## src/rtl/pgf_pkg.sv

```systemverilog
package pgf_pkg;
  typedef enum logic [1:0] {
    FM_OFF       = 2'b00,
    FM_BOTH      = 2'b01,
    FM_KEEP_LOW  = 2'b10,
    FM_KEEP_HIGH = 2'b11
  } filt_mode_e;
endpackage

```

## src/rtl/pgf_sync.sv

```systemverilog
module pgf_sync #(
  parameter int STAGES = 2
) (
  input  logic clk,
  input  logic rst_n,
  input  logic d,
  output logic q
);
  logic [STAGES-1:0] st;

  generate
    for (genvar i = 0; i < STAGES; i++) begin : g_stage
      if (i == 0) begin : g_first
        always_ff @(posedge clk) begin
          if (!rst_n) st[0] <= 1'b0;
          else        st[0] <= d;
        end
      end else begin : g_next
        always_ff @(posedge clk) begin
          if (!rst_n) st[i] <= 1'b0;
          else        st[i] <= st[i-1];
        end
      end
    end
  endgenerate

  assign q = st[STAGES-1];
endmodule

```

## src/rtl/pgf_window.sv

```systemverilog
module pgf_window #(
  parameter int CNT_W = 4,
  parameter int SH0   = 1,
  parameter int SH1   = 3,
  parameter int SH2   = 9,
  parameter int SH3   = 11,
  localparam int LEN_W = CNT_W + SH3
) (
  input  logic [CNT_W-1:0] count,
  input  logic             big,
  input  logic             sub,
  output logic [LEN_W-1:0] len
);
  logic [LEN_W-1:0] cnt_ext;

  assign cnt_ext = {{(LEN_W-CNT_W){1'b0}}, count};

  always_comb begin
    unique case ({big, sub})
      2'b00:   len = cnt_ext << SH0;
      2'b01:   len = cnt_ext << SH1;
      2'b10:   len = cnt_ext << SH2;
      default: len = cnt_ext << SH3;
    endcase
  end
endmodule

```

## src/rtl/pgf_core.sv

```systemverilog
module pgf_core #(
  parameter int LEN_W = 15
) (
  input  logic             clk,
  input  logic             rst_n,
  input  logic             tick,
  input  logic             pin_s,
  input  logic [1:0]       mode,
  input  logic [LEN_W-1:0] len,
  output logic             pin_q
);
  import pgf_pkg::*;

  filt_mode_e       mode_e;
  logic [LEN_W-1:0] cnt;
  logic [LEN_W:0]   cnt_inc;
  logic             bypass;
  logic             fast;

  assign mode_e  = filt_mode_e'(mode);
  assign cnt_inc = {1'b0, cnt} + 1'b1;
  assign bypass  = (mode_e == FM_OFF) || (len == '0);
  assign fast    = ((mode_e == FM_KEEP_LOW)  && !pin_s) ||
                   ((mode_e == FM_KEEP_HIGH) &&  pin_s);

  always_ff @(posedge clk) begin
    if (!rst_n) begin
      pin_q <= 1'b0;
      cnt   <= '0;
    end else if (bypass) begin
      pin_q <= pin_s;
      cnt   <= '0;
    end else if (pin_s == pin_q) begin
      cnt   <= '0;
    end else if (fast) begin
      pin_q <= pin_s;
      cnt   <= '0;
    end else if (tick) begin
      if (cnt_inc >= {1'b0, len}) begin
        pin_q <= pin_s;
        cnt   <= '0;
      end else begin
        cnt   <= cnt_inc[LEN_W-1:0];
      end
    end
  end
endmodule

```

## src/rtl/pin_glitch_filter.sv

```systemverilog
module pin_glitch_filter #(
  parameter int CNT_W       = 4,
  parameter int SYNC_STAGES = 2,
  parameter int UNIT_SH0    = 1,
  parameter int UNIT_SH1    = 3,
  parameter int UNIT_SH2    = 9,
  parameter int UNIT_SH3    = 11
) (
  input  logic             clk,
  input  logic             rst_n,
  input  logic             rtc_tick,
  input  logic             pin_raw,
  input  logic [CNT_W-1:0] win_count,
  input  logic             unit_big,
  input  logic             unit_sub,
  input  logic [1:0]       filt_mode,
  output logic             pin_filt
);
  localparam int LEN_W = CNT_W + UNIT_SH3;

  logic             pin_sync;
  logic [LEN_W-1:0] win_len;

  pgf_sync #(.STAGES(SYNC_STAGES)) sync_i (
    .clk  (clk),
    .rst_n(rst_n),
    .d    (pin_raw),
    .q    (pin_sync)
  );

  pgf_window #(
    .CNT_W(CNT_W), .SH0(UNIT_SH0), .SH1(UNIT_SH1),
    .SH2(UNIT_SH2), .SH3(UNIT_SH3)
  ) window_i (
    .count(win_count),
    .big  (unit_big),
    .sub  (unit_sub),
    .len  (win_len)
  );

  pgf_core #(.LEN_W(LEN_W)) core_i (
    .clk  (clk),
    .rst_n(rst_n),
    .tick (rtc_tick),
    .pin_s(pin_sync),
    .mode (filt_mode),
    .len  (win_len),
    .pin_q(pin_filt)
  );
endmodule

```

## config.mk

```make
export PLATFORM = sky130hd
export DESIGN_NAME = pin_glitch_filter
export DESIGN_NICKNAME = d
export VERILOG_FILES = /design/src/rtl/pgf_pkg.sv /design/src/rtl/pgf_sync.sv /design/src/rtl/pgf_window.sv /design/src/rtl/pgf_core.sv /design/src/rtl/pin_glitch_filter.sv
export SDC_FILE = /design/constraint.sdc
export NUM_CORES = 1
export LEC_CHECK = 0
export ABC_AREA = 1
export BUFFER_PORTS_ARGS = -buffer_cell sky130_fd_sc_hd__buf_4
export CORE_UTILIZATION = 40
export DETAILED_ROUTE_END_ITERATION = 7
export SLEW_MARGIN = 0
export SYNTH_ARGS = -nofsm -noshare
export SYNTH_HDL_FRONTEND = slang
export SYNTH_HIERARCHICAL = 1
export SYNTH_SLANG_ARGS = --single-unit
```

## constraint.sdc

```tcl
create_clock -name clk -period 2.6 [get_ports clk]
set_input_delay 0.52 -clock clk [delete_from_list [all_inputs] [get_ports clk]]
set_output_delay 0.52 -clock clk [all_outputs]
set_load 0.1 [all_outputs]
```

[After elaboration in Yosys (flattened, before gate mapping)]
Cells that the tools add are included.
Operators by class
  reductions and logical operators: 12
  equal/unequal tests: 6
  multiplexer cells: 7
  order comparisons: 1
  bitwise gates (word level): 1
  add/sub/neg operators: 1
Operator list (count)
  $pmux 15 s3: 1
  $add 15x1->16 const B: 1
  $ge 16x15->1: 1
  $logic_not 15->1: 1
  $mux 15: 1
  $eq 2x2->1 const B: 3
  $reduce_bool 3->1: 2
  $mux 1: 5
  $logic_not 2->1: 2
  $reduce_or 4->1: 1
  $reduce_and 3->1: 1
  $eq 2x1->1 const B: 1
  $logic_and 1x1->1: 2
  $logic_or 1x1->1: 2
  $ne 2x1->1 const B: 1
  $eq 1x1->1: 1
  $logic_not 1->1: 1
  $not 1->1: 1
Storage, ports and cells
  word-level logic and storage cells: 32
  output and inout bits: 1
  flip-flop bits (word level): 18
  bits of input ports: 12

[Depth between registers and ports, before layout]
  word-level depth: 8
  gate-level depth with buffers: 20
  mapped depth without buffers: 20

[Hierarchy]
The synthesis kept the hierarchy.
By module, submodules not included
  pgf_core: area an instance 1380.1 um^2, times used 1, sequential area each 320.3 um^2, cells each 221
  pgf_window: area an instance 193.9 um^2, times used 1, sequential area each 0.0 um^2, cells each 37
  pgf_sync: area an instance 55.1 um^2, times used 1, sequential area each 40.0 um^2, cells each 6

[Worst setup path after synthesis]
No wires, ideal clock.
  path type: flip-flop to flip-flop
  from: reg core_i.cnt[0]
  to: reg core_i.cnt[9]
  stages on the path, launching flop included: 18
  path buffers: 1
  data required time: 2530 ps
  arrival time: 2327 ps
  period minus slack after synthesis: 2397 ps
  library setup time: 70 ps
  setup slack: 203 ps
  cells stage by stage: dfxtp_1 > ha_1 > nand2_1 > inv_1 > nand2_1 > nor2_1 > nand3_1 > xor2_1 > inv_1 > ha_1 > and3_1 > a21boi_0 > nor2_1 > nand2_2 > nor2_4 > buf_6 > nand2_1 > a21oi_1
Between the ends
  cells in the longest elaborated chain, start to end: 3
RTL lines
  from (decl): line pgf_core.sv:15  | logic [LEN_W-1:0] cnt;
  from (signal assigned): line pgf_core.sv:43  | cnt <= cnt_inc[LEN_W-1:0];
  $add 15x1->16 (*): line pgf_core.sv:21  | assign cnt_inc = {1'b0, cnt} + 1'b1;
  $ge 16x15->1: line pgf_core.sv:39  | if (cnt_inc >= {1'b0, len}) begin
  $mux 15 (*): line pgf_core.sv:39
Every way passes the cells marked *; elsewhere a longest branch is shown, timed or not.
A chain may end at the register's enable or synchronous reset.

[Worst setup path after layout]
  from: reg core_i.cnt[0]
  to: reg core_i.cnt[7]
The elaborated chain is that of the path after synthesis.

==> flow_summary_export.csv <==
group,metric,value,unit
yosys,synthMostInstantiatedCell,"nand2_1",
yosys,yosys.cell_types.count,26,
power,intPower,468,µW
floorplanning,die_y,65.8,µm
setup_path,critPathMaxFanout,6,
final_layout,n_fill_cell,387,
cts,cts_sinks,18,
place,port_buffers,12,
route,ant_nets,0,
sta,setup_viol,0,
worst_hold_path,hold_path.class,"flop to flop",
floorplanning,dieArea,0.00433,mm²
place,place_congestion,0.826,
yosys,synth_flop_cell,"dfxtp_1",
yosys,synth.largest_area_cell,"dfxtp_1",
route,dr.first_iter.drc_count,78,
cts,clkLatencyLatePin,0.25,ns
power,vdd_drop_max,0.000257,V
setup_path,required,2.79,ns
power,powerDensity,309,mW/mm²
setup_path,crit_arrival,2.73,ns
setup_path,worstSetupPathType,"flop to flop",
status,status,"completed",
floorplanning,core_area,0.00377,mm²
route,first_pass_iters,4,
yosys,synth-seq-area-share,22.1,%
yosys,syn_avg_cell_area,6.17,µm²
sta,finalCritPeriodShare,97.7,%
floorplanning,start_util,43.2,%
final_layout,area_growth,28.6,%
yosys,synthTopCellsByArea,"dfxtp_1 (22%), nand2_1 (19%), ha_1 (12%), inv_1 (9.9%), nor2_1 (6.5%)",
route,via_count,1551,
global_routing,gr-usage-all-layers,17.8,%
run,max_cap_viol_count,0,
route,vias_per_cell,4.62,
global_routing,grt_max_degree,15,
yosys,async_reset_ff_share,0,%
yosys,yosys_warnings,6,
floorplanning,ios,13,
yosys,synth_edf_count,0,
route,drt-total-wl,3.74,mm
setup_path,cp-start-kind,"flop",
setup_path,end_kind,"flop",
final_layout,drive_above_1_share,25.3,%
sta,hold_viol,0,
yosys,syn_inst,264,
yosys,syn_area,0.00163,mm²
sta,slew_viol_final,0,
cts,cts_tree,"built",
power,seqPwrFrac,43.3,%
final_layout,multi_input_area,0.00121,mm²
floorplanning,die_w,65.8,µm
global_routing,grt_pass1_wl,5.91,mm
power,power_frac_comb,21.1,%
power,power.leakage,0.000967,µW
sta,period_needed,2.54,ns
route,wire_per_inst,11.1,µm
final_layout,final_util,55.6,%
cts,path_clk_slew,0.07,ns
sta,clock.fmax,0.394,GHz
yosys,synth_seq_cells,18,
route,drc,0,
yosys,yosysTopAreaCellShare,22.1,%
global_routing,first_global_vias,1442,
power,clockPowerShare,35.6,%
sta,tns,0,ns
floorplanning,std_cell_rows,22,
sta,skew,0.00251,ns
cts,numCtsBuffers,3,
cts,htree_levels,1,
power,power_switching,180,µW
yosys,synth_commonest_cells,"nand2_1 (81), inv_1 (43), nor2_1 (28)",
final_layout,diodes,0,
global_routing,grt_overflow,0,
power,swShare,27.7,%
global_routing,antenna_found_initial,0,
cts,cts_buffer_depth,2,
final_layout,nNetsFinal,317,
place,hpwlAfterDp,2.81,mm
cts,root_buffer,"clkbuf_8",
final_layout,register_area,372,µm²
## metal layers
layer  track usage (%)  part of all wire, %
met1              21.0                   48
met2              30.6                   47
met3              4.31                  3.6
met4              7.34                  1.2
met5                 0                    0
## area by class of cell
type                    instances  share of cell area [%]
clock buffers                   4                    2.63
inverters                      46                    8.24
multi-input cells             194                    57.6
flip-flops and latches         18                    17.7
well taps                      48                    2.87
repair buffers                 26                    10.9
## stage by stage
step	cells	setup WS [ns]	hold slack, ns	total power (µW)	instance area, µm²
4_1_cts	330	0.00672	0.428	644	1850
3_5_place_dp	326	-0.0213	0.411	409	1800
2_1_floorplan	266	0.203	0.390	379	1640
5_1_grt	336	-0.0834	0.451	682	2100
3_3_place_gp	326	0.136	0.417	409	1800
6_report	336	0.0610	0.424	648	2100
## registers in the layout (all words and copies together), names as in the netlist
name          count
core_i/pin_q      1
sync_i/q          1
sync_i/st         1
core_i/cnt       15
## worst paths after layout
path                                    start       endpoint  slack (ns)  cells past startpoint
worst max-delay path            core_i/cnt[0]  core_i/cnt[7]        0.06                     17
worst min-delay path             sync_i/st[0]       sync_i/q        0.42                      2
worst max register to register  core_i/cnt[0]  core_i/cnt[7]        0.06                     17
worst min register to register   sync_i/st[0]       sync_i/q        0.42                      2
## power by group through the flow
stage	Sequential [µW]	Clock [µW]	Combinational, µW
detailed placement	288	0	121
global placement	288	0	121
finish	280	231	137
global route	281	249	153
floorplan	297	0	81.8
CTS	282	240	122
## cell families after synthesis
group	share of synthesized area, %
xor+xnor	6.99
compound gates	8.06
simple gates	35.8
other cells	0.230
buf+inv	14.5
flops	22.1
fa+ha+maj	12.3
## repair_timing
item | CTS | global route
setup buffers | 0 | 5
pin swaps | 0 | 20
setup endpoints to repair | 14 | 16
gates resized for setup | 1 | 43
cloned | 0 | 1
hold buffers | 0 | 0
## worst max-delay path, cell delays in order, from the launching register on
cell,delay (ns)
dfxtp_4,0.38
ha_4,0.15
nand2_4,0.06
inv_2,0.06
nand2_2,0.07
nor2_4,0.13
nand3_2,0.08
xor2_1,0.18
inv_1,0.09
ha_4,0.22
and3_4,0.14
a21boi_1,0.12
nor2_1,0.15
nand2_2,0.10
nor2_4,0.18
clkbuf_16,0.18
nand2_2,0.04
a21oi_1,0.13
## layout by cell type (no fill, tap or decap), drive strengths merged, types with 2 or more instances in the layout
cell type,n
nor3,2
inv,46
o21ai,3
nand3,14
dfxtp,18
nor2,34
nand4,2
a21oi,19
nand2,83
ha,16
buf,25
xor2,11
xnor2,2
conb,3
clkbuf,5
(Power assumes the default switching activity.)
